$ cat config.mk
export PLATFORM = sky130hd
export DESIGN_NAME = vtg_top
export DESIGN_NICKNAME = d
export VERILOG_FILES = /design/src/rtl/vtg_pkg.sv /design/src/rtl/vtg_axis.sv /design/src/rtl/vtg_outstage.sv /design/src/rtl/vtg_top.sv
export SDC_FILE = /design/constraint.sdc
export NUM_CORES = 1
export LEC_CHECK = 0
export CORE_MARGIN = 8
export CORE_UTILIZATION = 35
export DETAILED_ROUTE_END_ITERATION = 6
export HOLD_SLACK_MARGIN = 0.1
export PLACE_DENSITY = 0.7
export SLEW_MARGIN = 20
export SYNTH_ARGS = -nofsm -noshare
export SYNTH_HDL_FRONTEND = slang
export SYNTH_SLANG_ARGS = --single-unit
$ cat constraint.sdc
create_clock -name clk -period 3.9 [get_ports clk]
set_clock_uncertainty 0.2 [all_clocks]
set_input_delay 0.39 -clock clk [delete_from_list [all_inputs] [get_ports clk]]
set_output_delay 0.39 -clock clk [all_outputs]
set_load 0.03 [all_outputs]
$ cat src/rtl/vtg_pkg.sv
package vtg_pkg;
  localparam int NUM_SYNC = 3;  // hsync, vsync, data-enable

  typedef struct packed {
    logic hs;
    logic vs;
    logic de;
    logic req;
    logic fs;
  } vtg_flags_t;

  function automatic logic drive_level(input logic active, input logic act_high);
    return act_high ? active : ~active;
  endfunction
endpackage

$ cat src/rtl/vtg_axis.sv
module vtg_axis #(
  parameter int CNT_W  = 18,
  parameter int WAIT_W = 12
) (
  input  logic              clk,
  input  logic              rst_n,
  input  logic              run,
  input  logic              step,
  input  logic [CNT_W-1:0]  period,
  input  logic [CNT_W-1:0]  pulse_w,
  input  logic [WAIT_W-1:0] wait_cnt,
  input  logic [CNT_W-1:0]  valid_cnt,
  output logic [CNT_W-1:0]  cnt_o,
  output logic              last_o,
  output logic              in_pulse_o,
  output logic              in_win_o,
  output logic              at_zero_o
);
  localparam int EXT_W = CNT_W + 1;

  logic [CNT_W-1:0] cnt_q;
  logic [EXT_W-1:0] cnt_ext, win_lo, win_hi;

  assign cnt_ext = {1'b0, cnt_q};
  assign win_lo  = EXT_W'(wait_cnt);
  assign win_hi  = win_lo + {1'b0, valid_cnt};

  assign last_o     = (cnt_ext + EXT_W'(1)) >= {1'b0, period};
  assign in_pulse_o = cnt_q < pulse_w;
  assign in_win_o   = (cnt_ext >= win_lo) && (cnt_ext < win_hi);
  assign at_zero_o  = (cnt_q == '0);
  assign cnt_o      = cnt_q;

  always_ff @(posedge clk or negedge rst_n) begin
    if (!rst_n)       cnt_q <= '0;
    else if (!run)    cnt_q <= '0;
    else if (step)    cnt_q <= last_o ? '0 : cnt_q + CNT_W'(1);
  end
endmodule

$ cat src/rtl/vtg_outstage.sv
module vtg_outstage
  import vtg_pkg::*;
(
  input  logic                clk,
  input  logic                rst_n,
  input  logic                run,
  input  vtg_flags_t          flags_d,
  input  logic [NUM_SYNC-1:0] pol_high,
  output logic [NUM_SYNC-1:0] sync_o,
  output logic                req_o,
  output logic                fs_o
);
  vtg_flags_t          flags_q;
  logic [NUM_SYNC-1:0] act;

  always_ff @(posedge clk or negedge rst_n) begin
    if (!rst_n)    flags_q <= '0;
    else if (!run) flags_q <= '0;
    else           flags_q <= flags_d;
  end

  assign act = {flags_q.de, flags_q.vs, flags_q.hs};

  for (genvar i = 0; i < NUM_SYNC; i++) begin : g_pol
    assign sync_o[i] = drive_level(act[i], pol_high[i]);
  end

  assign req_o = flags_q.req;
  assign fs_o  = flags_q.fs;
endmodule

$ cat src/rtl/vtg_top.sv
module vtg_top
  import vtg_pkg::*;
#(
  parameter int HP_W    = 18,
  parameter int HWAIT_W = 12,
  parameter int VP_W    = 16
) (
  input  logic               clk,
  input  logic               rst_n,
  input  logic               sync_on,
  input  logic               hs_active_high,
  input  logic               vs_active_high,
  input  logic               de_active_high,
  input  logic               de_present,
  input  logic [HP_W-1:0]    line_period,
  input  logic [HP_W-1:0]    hs_width,
  input  logic [HWAIT_W-1:0] h_wait,
  input  logic [HP_W-1:0]    h_valid,
  input  logic [VP_W-1:0]    frame_lines,
  input  logic [VP_W-1:0]    vs_width,
  input  logic [VP_W-1:0]    v_wait,
  input  logic [VP_W-1:0]    v_valid,
  output logic               hsync_o,
  output logic               vsync_o,
  output logic               de_o,
  output logic               pix_req_o,
  output logic               frame_start_o
);
  logic [HP_W-1:0]     h_cnt;
  logic [VP_W-1:0]     v_cnt;
  logic                h_last, h_pulse, h_win, h_zero;
  logic                v_last, v_pulse, v_win, v_zero;
  vtg_flags_t          flags;
  logic [NUM_SYNC-1:0] sync_lv;

  vtg_axis #(.CNT_W(HP_W), .WAIT_W(HWAIT_W)) i_h_axis (
    .clk(clk), .rst_n(rst_n), .run(sync_on), .step(1'b1),
    .period(line_period), .pulse_w(hs_width), .wait_cnt(h_wait),
    .valid_cnt(h_valid), .cnt_o(h_cnt), .last_o(h_last),
    .in_pulse_o(h_pulse), .in_win_o(h_win), .at_zero_o(h_zero)
  );

  vtg_axis #(.CNT_W(VP_W), .WAIT_W(VP_W)) i_v_axis (
    .clk(clk), .rst_n(rst_n), .run(sync_on), .step(h_last),
    .period(frame_lines), .pulse_w(vs_width), .wait_cnt(v_wait),
    .valid_cnt(v_valid), .cnt_o(v_cnt), .last_o(v_last),
    .in_pulse_o(v_pulse), .in_win_o(v_win), .at_zero_o(v_zero)
  );

  always_comb begin
    flags.hs  = h_pulse;
    flags.vs  = v_pulse;
    flags.req = h_win && v_win;
    flags.de  = h_win && v_win && de_present;
    flags.fs  = h_zero && v_zero;
  end

  vtg_outstage i_out (
    .clk(clk), .rst_n(rst_n), .run(sync_on), .flags_d(flags),
    .pol_high({de_active_high, vs_active_high, hs_active_high}),
    .sync_o(sync_lv), .req_o(pix_req_o), .fs_o(frame_start_o)
  );

  assign hsync_o = sync_lv[0];
  assign vsync_o = sync_lv[1];
  assign de_o    = sync_lv[2];
endmodule

### After elaboration in Yosys (flattened, before gate mapping)

Cells that the tools add are included.

* flip-flop bits (word level): 39

* add/subtract/negate cells: 6
* magnitude comparators: 8
* eq/ne operators: 1
* mux-type cells: 9
* bitwise gates (word level): 3
* reduce and logical (&&, ||, !) cells: 7

Operators by type and width (count)
* 2-to-1 mux 16 bit: 3
* 2-to-1 mux 18 bit: 2
* adder 12 x 18 -> 19 bit: 1
* adder 18 x 1 -> 19 bit, second input constant: 1
* greater-or-equal comparator 19 x 18 -> 1 bit: 1
* less-than comparator 18 x 19 -> 1 bit: 1
* adder 18 x 1 -> 18 bit, second input constant: 1
* greater-or-equal comparator 18 x 12 -> 1 bit: 1
* zero test 18 bit: 1
* less-than comparator 18 bit: 1
* adder 16 x 1 -> 17 bit, second input constant: 1
* adder 16 x 16 -> 17 bit: 1
* greater-or-equal comparator 17 x 16 -> 1 bit: 1
* less-than comparator 16 x 17 -> 1 bit: 1
* adder 16 x 1 -> 16 bit, second input constant: 1
* greater-or-equal comparator 16 bit: 1
* zero test 16 bit: 1
* less-than comparator 16 bit: 1
* logical AND 1 bit: 5
* 2-to-1 mux 5 bit: 1
* 2-to-1 mux 1 bit: 3
* NOT 1 bit: 3
* inequality test 2 x 1 -> 1 bit, second input constant: 1

### Longest topological paths before layout

* depth in word-level cells: 6
* gate-level depth with buffers: 17
* mapped depth without buffers: 17

### Modules after synthesis

From an unflattened synthesis, not the netlist that was laid out.

* cells, all modules: 847
* area total of the unflattened synthesis: 6887.9 um2

Modules (own cells, without submodules)
* vtg_axis (i_h_axis): instances 1, cells each 420, area each 3359.5 um2, sequential area each 450.4 um2
* vtg_axis (i_v_axis): instances 1, cells each 410, area each 3323.2 um2, sequential area each 400.4 um2
* vtg_outstage: instances 1, cells each 13, area each 182.7 um2, sequential area each 125.1 um2
* vtg_top: instances 1, cells each 4, area each 22.5 um2, sequential area each 0.0 um2

### Least setup slack after synthesis

OpenSTA, ideal clock, no wires.

* path type: input to register
* from: in h_wait[0]
* to: reg i_out.flags_q (netlist bit i_out.act[2])
* setup time: 0.080 ns
* arrival time: 3.340 ns
* required time: 3.620 ns
* slack: 0.280 ns
* stages on the path: 16
* path buffers: 0
* cells stage by stage: ha_1 fa_1 a21oi_1 o211ai_1 a21oi_1 o21ai_0 a21oi_1 xor2_1 ha_1 a21o_1 a21oi_1 o21ai_0 a21oi_1 nor2b_1 o32a_1 nor3b_2

* longest elaborated chain between the ends: 6
* elaborated cells on any way between the ends: 7
* those cells by class: add/sub: 1; order compare: 2; mux: 1; reduce/logical: 3

Ends and longest elaborated chain
* from (decl): RTL line vtg_top.sv:17 `input logic [HWAIT_W-1:0] h_wait,`
* adder 12 x 18 -> 19 bit: RTL line vtg_axis.sv:26 `assign win_hi = win_lo + {1'b0, valid_cnt};`
* less-than comparator 18 x 19 -> 1 bit: RTL line vtg_axis.sv:30 `assign in_win_o = (cnt_ext >= win_lo) && (cnt_ext < win_hi);`
* logical AND 1 bit (*): RTL line vtg_axis.sv:30
* logical AND 1 bit (*) (2 in a row): RTL line vtg_top.sv:54 `flags.de = h_win && v_win && de_present;`
* 2-to-1 mux 5 bit (*): RTL line vtg_outstage.sv:18 `else if (!run) flags_q <= '0;`
* to (signal assigned): RTL line vtg_outstage.sv:19 `else flags_q <= flags_d;`
* to (decl): RTL line vtg_outstage.sv:13 `vtg_flags_t flags_q;`

Every way passes the cells marked *; elsewhere a longest branch is shown, timed or not.
A chain may end at the register's enable or synchronous reset.

### Worst setup path after layout

* from: in h_wait[7]
* to: reg i_out.flags_q (netlist bit i_out.act[2])

The elaborated chain is that of the path after synthesis.

==> key figures <==
Outcome
  • Status: complete, no violations

Placement
  • Final RePlAce weighted congestion: 0.862
  • Placed Cells: 1181
  • Final HPWL from detailed placement: 15500 um
  • Port bufs: 141

Power
  • Leak Pwr: 4.46 nW
  • Max VDD drop: 198 uV
  • Pwr dens: 191 mW/mm^2

CTS
  • Max Root-Sink Buffers: 2
  • Root Driver: clkbuf_16
  • CTS tree: built
  • CTS HTree Levels: 2
  • Total CTS buffers: 5
  • CTS clk-pin slew, worst paths: 0.06 ns
  • Clock tree sinks: 39
  • Worst-skew pair later-pin latency: 0.28 ns

Synth
  • Seq/Total Area, Yosys: 0.153
  • Ys async rst share: 1.00
  • Compound-Gate Fraction of Synth Area: 0.192
  • Yosys warning total: 0
  • Synth area leaders: ha_1 (31%), dfrtp_1 (15%), inv_1 (6.1%)
  • Post-synth EDFFs: 0
  • Syn_nets: 1068
  • Netlist area before placement: 0.00637 mm^2
  • Xor/xnor share of the synthesized area: 0.0853
  • Avg Inst Size Synth: 8.26 um^2
  • Yosys top cell by area: ha_1
  • Synth Area in Adders: 0.317
  • Post-Synthesis Cells: 771
  • Simple-gate area share of the yosys netlist: 0.186
  • Main synth FF type: dfrtp_1
  • Synth cell types: 58
  • Area share of the leading cell type in the synthesized netlist: 0.310
  • Multiplexer share of the synthesized area: 0
  • Seq cells post-synth: 39
  • Largest family of logic cells by synthesized area: adder cells

Hold path
  • Hold WC Path Type: reg2reg
  • Hold_sp: i_h_axis.cnt_o[0]

Timing
  • Fmax: 0.269 GHz
  • Pins over their slew limit: 0
  • Unrepaired setup endpoints after global routing: yes
  • Final Cycle Share: 0.955
  • # setup viols final: 0
  • Final Hold Vio Count: 0
  • Period minus WS final: 3.72 ns
  • Pin slew with the least headroom to its limit: 0.922 ns
  • Max-Slew Margin vs Limit: 0.385
  • Hold Slack: 0.256 ns
  • TNS Setup: 0 ns

Routing
  • Number of DRC markers in iteration 0: 274
  • Drt wl/cell: 15.4 um
  • DRC: 0
  • Routed vias: 6185
  • Vias per cell: 5.20
  • Detail Route Antenna Nets: 0
  • First-pass DRT Iterations: 4
  • Final wirelength: 18300 um

Floorplan
  • Die Wd: 151 um
  • FP Rows: 49
  • Effective utilization at floorplan: 0.356
  • IO Pins: 142
  • Die area: 0.0228 mm^2
  • Die H: 151 um
  • Core footprint: 0.0179 mm^2

Cells and area
  • Nets@finish: 1257
  • Synth-to-Final Area Change: 35.2%
  • Utilization after layout: 0.481
  • Post-route insts no fill: 1190
  • Filler Cell Count: 1727
  • FF+latch area: 976 um^2
  • Share of layout cells above drive strength 1: 0.0864
  • Multi-input logic area: 0.00503 mm^2
  • Number of antenna diodes: 0

Critical path
  • Crit Path Category: in2reg
  • Worst reg2reg setup slack: 0.32 ns
  • Crit path launch type: primary input
  • Worst Path Arrival: 3.73 ns
  • CP Capture Type: flop
  • Crit path from: h_wait[7]
  • Crit-path max FO: 3
  • Critical R2R Launch: i_h_axis.cnt_o[4]
  • WP data required: 3.91 ns

Run
  • Max-cap violations: 0

GRT
  • Vias in the first global route: 6409
  • First-pass GRT wire length: 29800 um
  • GRT Total Usage: 0.159
  • Initial antenna violation count: 0
  • Remaining Overflow, GRT: 0
  • Largest net degree at the start of global routing: 40
[metrics by stage]
stage / worst slack (ns) / cell area [um^2] / total power, mW
2_1_floorplan: 0.280 / 6370 / 0.887
3_3_place_gp: -0.339 / 8390 / 1.21
3_5_place_dp: -0.356 / 8390 / 1.23
4_1_cts: 0.0127 / 8550 / 1.64
5_1_grt: -0.0435 / 8610 / 1.77
6_report: 0.177 / 8610 / 1.64
[worst paths after layout]
kind                                      to  cells past startpoint
setup / recovery                i_out.act[2]                     16
hold / removal             i_h_axis.cnt_o[0]                      1
setup reg to reg           i_v_axis.cnt_o[5]                     14
hold reg to reg            i_h_axis.cnt_o[0]                      1
max in group asynchronous  i_h_axis.cnt_o[0]                      2
min in group asynchronous  i_v_axis.cnt_o[0]                      2
[Yosys cell counts, drive strengths merged, types with 4 or more instances]
| cell | count |
|---|---|
| ha | 158 |
| inv | 103 |
| a21oi | 60 |
| o21ai | 50 |
| nand2 | 42 |
| dfrtp | 39 |
| xnor2 | 39 |
| nor2 | 34 |
| nand3 | 27 |
| xor2 | 23 |
| a21o | 22 |
| nand4 | 19 |
| and2 | 18 |
| and3 | 11 |
| nor2b | 11 |
| nor3 | 11 |
| a22o | 8 |
| a211oi | 7 |
| nand2b | 7 |
| nor4 | 7 |
| o21a | 7 |
| and4 | 6 |
| clkbuf | 5 |
| nor4b | 5 |
| o2111ai | 5 |
| o211ai | 5 |
| o31ai | 5 |
| o21bai | 4 |
[state kept, by name (all words and copies together) (netlist names)]
signal,flops
i_v_axis.cnt_o,16
i_out.fs_o,1
i_h_axis.cnt_o,18
i_out.req_o,1
i_out.act,3
[where the power goes]
| part | internal, mW | switching, mW |
|---|---|---|
| combinational | 0.416 | 0.383 |
| clock | 0.236 | 0.163 |
| sequential | 0.422 | 0.0206 |
[logic make-up (layout without fill, tap and decap cells)]
kind of cell | Yosys count | count (layout)
xor+xnor | 62 | 62
flops | 39 | 39
buf+inv | 111 | 301
compound gates | 190 | 190
simple gates | 209 | 209
fa+ha+maj | 160 | 160
[layer usage]
| metal | global-route usage | wire, um | up-vias |
|---|---|---|---|
| met1 | 0.197 | 8240 | 2844 |
| met5 | 0 | 0 | - |
| met2 | 0.277 | 8570 | 161 |
| met4 | 0.0426 | 423 | 0 |
| li1 | - | - | 3151 |
| met3 | 0.0275 | 1080 | 29 |
[critical path: stages]
cell and delay, ns:
clkdlybuf4s50_1 0.43, ha_1 0.33, a21o_1 0.20, a211o_1 0.30
a21oi_1 0.22, o31ai_2 0.12, a21oi_1 0.27, nor2b_1 0.10
xnor2_1 0.13, ha_1 0.30, a21oi_1 0.15, o21ai_0 0.09
a21oi_1 0.14, nor2b_1 0.06, o32a_1 0.33, nor3b_2 0.18
[area by class of cell]
class / instances / share of cell area
timing repair buffer: 190 / 0.208
sequential: 39 / 0.113
clock buffer: 6 / 0.0150
clock inverter: 2 / 0.00145
tap: 229 / 0.0333
multi-input combinational: 621 / 0.584
inverter: 103 / 0.0449
[cell usage in the layout (no fill, tap or decap), types with 3 or more instances in the layout]
cell type | Yosys | final
nor4_1 | 6 | 6
nand4_2 | 3 | 3
nand4_1 | 16 | 16
nor2b_1 | 11 | 11
clkbuf_16 | 0 | 5
and2_1 | 18 | 18
o21ai_1 | 1 | 3
a21o_1 | 22 | 22
o31ai_1 | 5 | 4
xor2_1 | 23 | 23
nor2_1 | 33 | 33
nor3_1 | 11 | 9
o21a_1 | 7 | 7
or3_1 | 3 | 3
nand2b_1 | 7 | 7
o21bai_1 | 4 | 3
and4_1 | 6 | 6
clkdlybuf4s50_1 | 0 | 140
o211ai_1 | 5 | 5
and3_1 | 11 | 11
ha_1 | 158 | 158
xnor2_1 | 39 | 39
nand3_1 | 26 | 26
buf_4 | 0 | 47
a21oi_2 | 0 | 3
o21ai_0 | 49 | 47
dfrtp_1 | 39 | 39
a211oi_1 | 7 | 5
a21oi_1 | 60 | 56
a22o_1 | 8 | 8
o2111ai_1 | 5 | 5
inv_1 | 103 | 103
a211o_1 | 3 | 3
nand2_1 | 42 | 42
[repair_timing]
action	CTS	global route
hold buffers	1	0
pin swaps	0	3
endpoints found under the hold margin	39	0
endpoints found under the setup margin	2	11
resized for setup	2	14
setup buffers	0	0
(Power assumes the default switching activity.)
